File: src/rtl/fpwm_pkg.sv
package fpwm_pkg;

  localparam int MODE_W    = 4;
  localparam int OSEL_W    = 2;
  localparam int CTRL_W    = MODE_W + 2 * OSEL_W;
  localparam int NUM_FLAGS = 4;

  localparam int FLAG_OVF  = 0;
  localparam int FLAG_CMPA = 1;
  localparam int FLAG_CMPB = 2;
  localparam int FLAG_CAP  = 3;

  // Mode values whose ceiling is special; everything else free-runs.
  typedef enum logic [MODE_W-1:0] {
    TOPM_FIX8  = 4'd5,
    TOPM_FIX9  = 4'd6,
    TOPM_FIX10 = 4'd7,
    TOPM_CAP   = 4'd14,
    TOPM_CMPA  = 4'd15
  } top_mode_e;

  typedef enum logic [OSEL_W-1:0] {
    OUT_OFF0 = 2'd0,
    OUT_OFF1 = 2'd1,
    OUT_NORM = 2'd2,
    OUT_INV  = 2'd3
  } out_mode_e;

endpackage

File: src/rtl/fpwm_counter.sv
module fpwm_counter
  import fpwm_pkg::*;
#(
  parameter int CNT_W = 16
) (
  input  logic              clk,
  input  logic              rst_n,
  input  logic              tick,
  input  logic [MODE_W-1:0] mode,
  input  logic [CNT_W-1:0]  cap_top,
  input  logic [CNT_W-1:0]  cmpa_top,
  output logic [CNT_W-1:0]  count,
  output logic [CNT_W-1:0]  top_val,
  output logic              wrap
);

  localparam logic [CNT_W-1:0] TOP8    = CNT_W'(32'h0000_00FF);
  localparam logic [CNT_W-1:0] TOP9    = CNT_W'(32'h0000_01FF);
  localparam logic [CNT_W-1:0] TOP10   = CNT_W'(32'h0000_03FF);
  localparam logic [CNT_W-1:0] TOPFREE = '1;

  // Ceiling chosen by the mode field.
  function automatic logic [CNT_W-1:0] pick_top(
    input logic [MODE_W-1:0] m,
    input logic [CNT_W-1:0]  cap_v,
    input logic [CNT_W-1:0]  cmpa_v
  );
    logic [CNT_W-1:0] t;
    case (m)
      TOPM_FIX8:  t = TOP8;
      TOPM_FIX9:  t = TOP9;
      TOPM_FIX10: t = TOP10;
      TOPM_CAP:   t = cap_v;
      TOPM_CMPA:  t = cmpa_v;
      default:    t = TOPFREE;
    endcase
    return t;
  endfunction

  assign top_val = pick_top(mode, cap_top, cmpa_top);
  assign wrap    = tick && (count == top_val);

  always_ff @(posedge clk or negedge rst_n) begin
    if (!rst_n) begin
      count <= '0;
    end else if (tick) begin
      count <= wrap ? '0 : count + 1'b1;
    end
  end

endmodule

File: src/rtl/fpwm_channel.sv
module fpwm_channel
  import fpwm_pkg::*;
#(
  parameter int CNT_W = 16
) (
  input  logic              clk,
  input  logic              rst_n,
  input  logic              tick,
  input  logic              wrap,
  input  logic              wr_en,
  input  logic [CNT_W-1:0]  wr_val,
  input  logic [CNT_W-1:0]  count,
  input  logic [OSEL_W-1:0] out_sel,
  output logic [CNT_W-1:0]  cmp_act,
  output logic              match,
  output logic              pin
);

  logic [CNT_W-1:0] cmp_shadow;
  logic             level;

  // Pin polarity from the channel's output setting.
  function automatic logic drive_pin(input logic [OSEL_W-1:0] sel, input logic lvl);
    logic p;
    case (sel)
      OUT_NORM: p = lvl;
      OUT_INV:  p = !lvl;
      default:  p = 1'b0;
    endcase
    return p;
  endfunction

  assign match = tick && (count == cmp_act);

  always_ff @(posedge clk or negedge rst_n) begin
    if (!rst_n) begin
      cmp_shadow <= '0;
      cmp_act    <= '0;
    end else begin
      if (wr_en) cmp_shadow <= wr_val;
      if (wrap)  cmp_act    <= cmp_shadow;
    end
  end

  // Non-inverted level: wrap sets, match clears, wrap has priority.
  always_ff @(posedge clk or negedge rst_n) begin
    if (!rst_n) begin
      level <= 1'b0;
    end else if (wrap) begin
      level <= 1'b1;
    end else if (match) begin
      level <= 1'b0;
    end
  end

  assign pin = drive_pin(out_sel, level);

endmodule

File: src/rtl/fpwm_flags.sv
module fpwm_flags #(
  parameter int N = 4
) (
  input  logic         clk,
  input  logic         rst_n,
  input  logic [N-1:0] set_ev,
  input  logic [N-1:0] clr_req,
  output logic [N-1:0] flags
);

  // Sticky bits; a set in the same cycle overrides the clear.
  always_ff @(posedge clk or negedge rst_n) begin
    if (!rst_n) begin
      flags <= '0;
    end else begin
      flags <= (flags & ~clr_req) | set_ev;
    end
  end

endmodule

File: src/rtl/fpwm_timer.sv
module fpwm_timer
  import fpwm_pkg::*;
#(
  parameter int CNT_W = 16
) (
  input  logic                 clk,
  input  logic                 rst_n,
  input  logic                 tick,
  input  logic                 wr_ctrl,
  input  logic [CTRL_W-1:0]    ctrl_data,
  input  logic                 wr_cmp_a,
  input  logic                 wr_cmp_b,
  input  logic                 wr_cap,
  input  logic [CNT_W-1:0]     wr_data,
  input  logic [NUM_FLAGS-1:0] clr_flags,
  output logic [CNT_W-1:0]     count,
  output logic                 pwm_a,
  output logic                 pwm_b,
  output logic [NUM_FLAGS-1:0] flags
);

  localparam int NCH = 2;

  logic [MODE_W-1:0]    mode_q;
  logic [OSEL_W-1:0]    osel_q [NCH];
  logic [OSEL_W-1:0]    osel_a;
  logic [CNT_W-1:0]     cap_shadow;
  logic [CNT_W-1:0]     cap_act;
  logic [CNT_W-1:0]     top_val;
  logic                 wrap;
  logic [CNT_W-1:0]     cmp_act [NCH];
  logic [NCH-1:0]       match;
  logic [NCH-1:0]       pin;
  logic [NCH-1:0]       wr_ch;
  logic [CNT_W-1:0]     wr_masked;
  logic [NUM_FLAGS-1:0] flag_set;

  // Compare write data trimmed to the fixed resolution of the mode.
  function automatic logic [CNT_W-1:0] mask_for_mode(
    input logic [MODE_W-1:0] m,
    input logic [CNT_W-1:0]  v
  );
    logic [CNT_W-1:0] keep;
    case (m)
      TOPM_FIX8:  keep = CNT_W'(32'h0000_00FF);
      TOPM_FIX9:  keep = CNT_W'(32'h0000_01FF);
      TOPM_FIX10: keep = CNT_W'(32'h0000_03FF);
      default:    keep = '1;
    endcase
    return v & keep;
  endfunction

  always_ff @(posedge clk or negedge rst_n) begin
    if (!rst_n) begin
      mode_q <= '0;
      for (int i = 0; i < NCH; i++) osel_q[i] <= '0;
    end else if (wr_ctrl) begin
      mode_q <= ctrl_data[MODE_W-1:0];
      for (int i = 0; i < NCH; i++) osel_q[i] <= ctrl_data[MODE_W + i*OSEL_W +: OSEL_W];
    end
  end

  always_ff @(posedge clk or negedge rst_n) begin
    if (!rst_n) begin
      cap_shadow <= '0;
      cap_act    <= '0;
    end else begin
      if (wr_cap) cap_shadow <= wr_data;
      if (wrap)   cap_act    <= cap_shadow;
    end
  end

  assign osel_a    = osel_q[0];
  assign wr_ch     = {wr_cmp_b, wr_cmp_a};
  assign wr_masked = mask_for_mode(mode_q, wr_data);

  fpwm_counter #(.CNT_W(CNT_W)) u_cnt (
    .clk      (clk),
    .rst_n    (rst_n),
    .tick     (tick),
    .mode     (mode_q),
    .cap_top  (cap_act),
    .cmpa_top (cmp_act[0]),
    .count    (count),
    .top_val  (top_val),
    .wrap     (wrap)
  );

  for (genvar g = 0; g < NCH; g++) begin : g_ch
    fpwm_channel #(.CNT_W(CNT_W)) u_ch (
      .clk     (clk),
      .rst_n   (rst_n),
      .tick    (tick),
      .wrap    (wrap),
      .wr_en   (wr_ch[g]),
      .wr_val  (wr_masked),
      .count   (count),
      .out_sel (osel_q[g]),
      .cmp_act (cmp_act[g]),
      .match   (match[g]),
      .pin     (pin[g])
    );
  end

  assign pwm_a = pin[0];
  assign pwm_b = pin[1];

  always_comb begin
    flag_set            = '0;
    flag_set[FLAG_OVF]  = wrap;
    flag_set[FLAG_CMPA] = match[0] | (wrap && (mode_q == TOPM_CMPA));
    flag_set[FLAG_CMPB] = match[1];
    flag_set[FLAG_CAP]  = wrap && (mode_q == TOPM_CAP);
  end

  fpwm_flags #(.N(NUM_FLAGS)) u_flags (
    .clk     (clk),
    .rst_n   (rst_n),
    .set_ev  (flag_set),
    .clr_req (clr_flags),
    .flags   (flags)
  );

endmodule

File: config.mk
export PLATFORM = sky130hd
export DESIGN_NAME = fpwm_timer
export DESIGN_NICKNAME = d
export VERILOG_FILES = /design/src/rtl/fpwm_pkg.sv /design/src/rtl/fpwm_counter.sv /design/src/rtl/fpwm_channel.sv /design/src/rtl/fpwm_flags.sv /design/src/rtl/fpwm_timer.sv
export SDC_FILE = /design/constraint.sdc
export NUM_CORES = 1
export LEC_CHECK = 0
export BUFFER_PORTS_ARGS = -buffer_cell sky130_fd_sc_hd__buf_2
export CAP_MARGIN = 25
export CORE_UTILIZATION = 50
export CTS_CLUSTER_DIAMETER = 120
export DETAILED_ROUTE_END_ITERATION = 8
export GPL_ROUTABILITY_DRIVEN = 0
export PLACE_DENSITY = 0.74
export SLEW_MARGIN = 10
export SYNTH_ARGS = -nofsm -noshare
export SYNTH_HDL_FRONTEND = slang
export SYNTH_SLANG_ARGS = --single-unit
File: constraint.sdc
create_clock -name clk -period 2.6 [get_ports clk]
set_input_delay 0.26 -clock clk [delete_from_list [all_inputs] [get_ports clk]]
set_output_delay 0.26 -clock clk [all_outputs]
set_load 0.02 [all_outputs]
Yosys cells after proc, flatten, opt, wreduce, memory -nomap -nowiden
Cells that the tools add are included.
W data, S select, Z words.
{"block": "word_totals", "ff_bits": 126, "in_bits": 35, "out_inout_bits": 22, "word_cells": 49}
{"block": "classes", "n_addsub": 1, "eq_ne": 12, "n_mux": 9, "n_bitwise": 5, "n_reduce_logical": 9}
{"op": "$pmux W16 S5", "count": 1}
{"op": "$eq A16 B16 Y1", "count": 3}
{"op": "$pmux W16 S3", "count": 1}
{"op": "$add A16 B1 Y16 const B", "count": 1}
{"op": "$and A16 B16 Y16", "count": 1}
{"op": "$mux W16", "count": 1}
{"op": "$eq A4 B3 Y1 const B", "count": 3}
{"op": "$eq A2 B2 Y1 const B", "count": 4}
{"op": "$eq A4 B4 Y1 const B", "count": 2}
{"op": "$logic_and A1 B1 Y1", "count": 5}
{"op": "$and A4 B4 Y4", "count": 1}
{"op": "$mux W1", "count": 4}
{"op": "$not A4 Y4", "count": 1}
{"op": "$or A4 B4 Y4", "count": 1}
{"op": "$pmux W1 S2", "count": 2}
{"op": "$reduce_bool A2 Y1", "count": 2}
{"op": "$logic_not A1 Y1", "count": 2}
{"op": "$or A1 B1 Y1", "count": 1}

Logic depth before layout (Yosys ltp)
{"block": "logic_depth", "ltp_word": 7, "depth_mapped": 13, "depth_no_buf": 7}

Cells and area by module
Synthesis repeated with hierarchy kept, for this count alone.
{"block": "unflattened", "cells_unflattened": 511, "hier_area_um2": 6412.4}
{"module": "fpwm_channel", "instances": 2, "cells_per_inst": 102, "area_each_um2": 1446.4}
{"module": "fpwm_timer", "instances": 1, "cells_per_inst": 102, "area_each_um2": 1735.4}
{"module": "fpwm_counter", "instances": 1, "cells_per_inst": 193, "area_each_um2": 1639.1}
{"module": "fpwm_flags", "instances": 1, "cells_per_inst": 12, "area_each_um2": 145.1}

Worst setup path after synthesis
No wires, ideal clock.
{"block": "synth_path", "kind": "register to register", "from": "reg u_cnt.count[14]", "to": "reg cap_act[10]", "setup_ns": 0.125, "t_arrival_ns": 2.349, "required_ns": 2.475, "path_slack_ns": 0.126, "path_stages_with_launch": 11, "period_less_slack_ns": 2.474, "path_cell_list": "dfrtp_1 -> buf_1 -> inv_1 -> xnor2_1 -> a221o_1 -> nand3_1 -> a2111oi_0 -> and4bb_1 -> buf_4 -> buf_6 -> mux2_2"}
{"block": "synth_between", "elab_chain_cells": 2}
{"element": "start: declaration", "line": "fpwm_counter.sv:12", "source": "output logic [CNT_W-1:0] count,"}
{"element": "start signal: assignment", "line": "fpwm_counter.sv:47", "source": "count <= wrap ? '0 : count + 1'b1;"}
{"element": "$eq A16 B16 Y1", "line": "fpwm_counter.sv:41", "source": "assign wrap = tick && (count == top_val);"}
{"element": "$logic_and A1 B1 Y1", "line": "fpwm_counter.sv:41"}
{"element": "end signal: assignment", "line": "fpwm_timer.sv:69", "source": "if (wrap) cap_act <= cap_shadow;"}
{"element": "end: declaration", "line": "fpwm_timer.sv:28", "source": "logic [CNT_W-1:0] cap_act;"}
No other way between the ends.
A chain may end at the register's enable or synchronous reset.

Worst setup path in the final report
{"block": "layout_path", "from": "reg mode_q[0]", "to": "reg g_ch[0].u_ch.cmp_act[11]"}
{"block": "layout_between", "elab_chain_cells": 4, "elab_cells_between_ends": 8, "cone_classes": "6 x eq/ne; 1 x mux; 1 x reduce/logical"}
{"element": "start: declaration", "line": "fpwm_timer.sv:24", "source": "logic [MODE_W-1:0] mode_q;"}
{"element": "start signal: assignment", "line": "fpwm_timer.sv:58", "source": "mode_q <= ctrl_data[MODE_W-1:0];"}
{"element": "$eq A4 B4 Y1 / $eq A4 B3 Y1 (equally long branches)", "line": "fpwm_counter.sv:29", "source": "case (m)"}
{"element": "$pmux W16 S5 *", "line": "fpwm_counter.sv:29"}
{"element": "$eq A16 B16 Y1 *", "line": "fpwm_counter.sv:41"}
{"element": "$logic_and A1 B1 Y1 *", "line": "fpwm_counter.sv:41"}
{"element": "end signal: assignment", "line": "fpwm_channel.sv:41", "source": "if (wrap) cmp_act <= cmp_shadow;"}
{"element": "end: declaration", "line": "fpwm_channel.sv:14", "source": "output logic [CNT_W-1:0] cmp_act,"}
Mark *: on every way between the ends. The rest lies on a longest branch, timed or not.

==> impl_results.md <==
* Total GRT Usage at 0.2409
* Clock sinks at 126
* Yosys warnings at 0
* RSZ-0062 raised after global routing: true
* Skew-Pair Late Insertion Delay at around 0.42 ns
* Placed cell count at about 700
* CTS tree: built
* Combinational family with the most area after synthesis: multiplexers
* Post-synth EDFFs at 0
* Number of buffers added on ports at 56
* Min-Delay Path Depth at 2
* Max rail drop VDD at 0.0003806 V
* Core area at approximately 12,000 um^2
* Cell taking the most area after synthesis: dfrtp_1
* Final worst slack at -0.2239 ns
* Post-Synth XOR/XNOR Area at 0.08043
* Initial antenna violation count at 0
* Total power per unit cell area at between 700 and 800 nW/um^2
* WL per Instance at 19.46 um
* Hold Vio Cnt, Final at 0
* Number of global-route vias before repair at 4,438
* Clk root buf: clkbuf_16
* Failing checks: negative setup slack
* Post-Synth Simple-Gate Area at 0.08166
* Synth Instances at 510
* Crit Path Class: flip-flop to flip-flop
* Slew Limit Headroom at 0.6234
* Synth Cell Area at 6098 um^2
* Final setup violation count at 67
* Worst reg2reg path startpoint: mode_q[0]$_DFFE_PN0P_
* Max-slew violations at 0
* Via/cell ratio at about 5.8
* Area delta synth->final at 23.57%
* Dominant cell by count in the synthesized netlist: dfrtp_1
* Max FO, Critical Path at 9
* Most common flop cell mapped by yosys: dfrtp_1
* Io pins at 57
* Vias at 4,284
* Non-Filler Instances at around 740
* Number of cells on the worst reg-to-reg path at 11
* Worst path arrival time at about 3.1 ns
* Worst R2R Setup Slack at -0.22 ns
* Total die area at 12,640 um^2
* Hold WC Path Type: input pin to flip-flop
* Clock Path Buffers at 2
* Post-Place Worst Slack at -0.1991 ns
* Synth Area in Compound Gates at 0.06955
* Top-area cell type share of the netlist area at 0.5170
* Hold endpoint: u_flags.flags[2]$_DFF_PN0_
* PnR Total Power at ~0.0053 W
* Synthesized flop and latch total at 126
* Cell variety after synth at between 50 and 60
* Post-synthesis mux area share at 0.1929
* Adder-cell share of the synthesized area at 0.002052
* Worst hold path startpoint: clr_flags[2]
* Status: finished, violations left
* Crit path capture type: flip-flop
* Die H at between 100 and 150 um
* Critical path required time at between 2 and 3 ns
* Post-route ant nets at 0
* Final WL at 14,480 um
* Worst r2r dst: g_ch[0].u_ch.cmp_act[11]$_DFFE_PN0N_
* Total gr overflow at 0
* H-tree Lvls at 4
* Top area cells in the synthesized netlist: dfrtp_1 52%, mux2_2 17%, xnor2_1 6.3%, o21ai_0 2.3%, nand3_1 2.1%
* Synthesized area per cell at 11.96 um^2
* Num CTS Buffers at 17
* Share of post-route cells with drive strength above 1 at 0.3943
* Sequential fraction of the synthesis area at 0.5170
* CP startpoint kind: flip-flop
* Post-synth ARST share at 1.000
* Pin count of the biggest net entering global routing at 52
* Final period util at 1.086
* Crit path time final at roughly 2.8 ns
* TritonRoute pass-1 iters at 4
* Leak pwr at 3.414 nW
* Initial Util at 0.5229
* Top post-synthesis cells by count: 126 x dfrtp_1, 92 x mux2_2, 44 x xnor2_1, 28 x o21ai_0, 27 x inv_1
* DRC at 0
* Reg clk slew, reported paths at around 0.06 ns
* Slew @ Worst Pin at about 0.56 ns
* Placed wire-length estimate at 9465 um
* Core Rows at 39
* Max cap viols at 0
* Max Fclk at 354.1 MHz
* Clk_skew at 0.007280 ns
* Final net count at roughly 620
* Setup_tns at -11.37 ns
* Initial DRC Count at between 200 and 300
* Global-route wire length before repair at 23,190 um
* Antenna cells at 0
* Die width at ~110 um
* Synthesized Nets at roughly 550
[through the flow]
stage                     hold slack, ns  utilization  area (um^2)
after floorplan                 -0.03559            -         6098
after global placement            0.2724       0.5641         6579
after detailed placement          0.2816       0.5641         6579
after CTS                       0.008223       0.6270         7312
after global routing             0.02201       0.6462         7536
final                            0.02165       0.6462         7536
[report_power, final]
part	switching (W)	internal [W]	leakage [nW]
logic	0.000372	0.000350	1.53
clock network	0.000887	0.00143	0.271
registers	0.000177	0.00209	1.62
total	0.00144	0.00388	3.41
[final cells by class]
cell class | count | area [um^2]
multi-input cells | 318 | 2749
clock inverters | 13 | 142.6
inverters | 28 | 105.1
well taps | 143 | 178.9
repair buffers | 97 | 763.2
clock buffers | 19 | 442.9
fillers | 858 | 4126
flip-flops and latches | 126 | 3154
[critical path: stages, from the launching register on]
cell      delay [ns]
dfrtp_1         0.42
buf_6           0.15
and2b_2         0.21
o22a_1          0.23
buf_6           0.13
xnor2_2         0.12
nor4_2          0.29
a21oi_1         0.10
and4bb_4        0.39
buf_12          0.15
buf_12          0.14
mux2_2          0.34
[placed cells by master (no fill, tap or decap), drive strengths merged, types with 2 or more instances in the layout]
cell type  instances
nand4b             2
bufinv             2
a21o               3
o22ai              3
and3               3
inv               27
and2               2
and4bb             2
o22a               3
dfrtp            126
mux2i             12
clkbuf            23
a21oi              4
nand3             25
clkinvlp           5
o21ai             28
nor2b              2
nand4              9
xnor2             44
nor4               4
a31oi              2
a32oi              5
a32o               2
nand2b             4
nor2              21
o31ai              4
clkinv             7
nor3               3
xor2              12
mux2              92
nand2             14
buf               92
[sequential cells by signal (all words and copies together), names as in the netlist]
name / flops
osel_q: 2
u_flags.flags: 4
mode_q: 4
u_cnt.count: 16
cap_shadow: 16
osel_a: 2
g_ch.u_ch.cmp_shadow: 32
cap_act: 16
g_ch.u_ch.level: 2
g_ch.u_ch.cmp_act: 32
[layer usage]
layer | part of all wire | wire length, um | global-route usage | vias up
met3 | 0.055 | 801 | 0.06102 | 31
li1 | - | - | - | 1932
met1 | 0.44 | 6440 | 0.3326 | 2183
met2 | 0.48 | 6905 | 0.3648 | 138
met4 | 0.023 | 331 | 0.09778 | 0
met5 | 0 | 0 | 0 | -
[cells by family (layout without fill, tap and decap cells)]
family | after synthesis | after routing
compound gates | 63 | 63
xor+xnor | 56 | 56
simple gates | 94 | 94
buf+inv | 66 | 157
flops | 126 | 126
fa+ha+maj | 1 | 1
mux | 104 | 104
[timing repair]
| item | CTS | global route |
|---|---|---|
| hold buffers | 1 | 0 |
| gates resized for setup | 29 | 17 |
| pin swaps | 1 | 4 |
| hold endpoints to repair | 40 | 0 |
| gates cloned | 1 | 6 |
| endpoints found under the setup margin | 67 | 67 |
| buffers inserted | 0 | 2 |
[worst max-delay path by stage]
stage                                           start                              endpoint  slack, ns  depth (start not counted)
after floorplan           u_cnt.count[14]$_DFFE_PN0P_               cap_act[10]$_DFFE_PN0N_       0.13                         10
after global placement          mode_q[1]$_DFFE_PN0P_            u_flags.flags[3]$_DFF_PN0_      -0.09                          9
after detailed placement        mode_q[0]$_DFFE_PN0P_               cap_act[12]$_DFFE_PN0N_      -0.20                          9
after CTS                       mode_q[0]$_DFFE_PN0P_  g_ch[0].u_ch.cmp_act[11]$_DFFE_PN0N_      -0.13                          9
after global routing            mode_q[0]$_DFFE_PN0P_   g_ch[0].u_ch.cmp_act[4]$_DFFE_PN0N_      -0.29                         11
final                           mode_q[0]$_DFFE_PN0P_  g_ch[0].u_ch.cmp_act[11]$_DFFE_PN0N_      -0.22                         11
(Power assumes the default switching activity.)
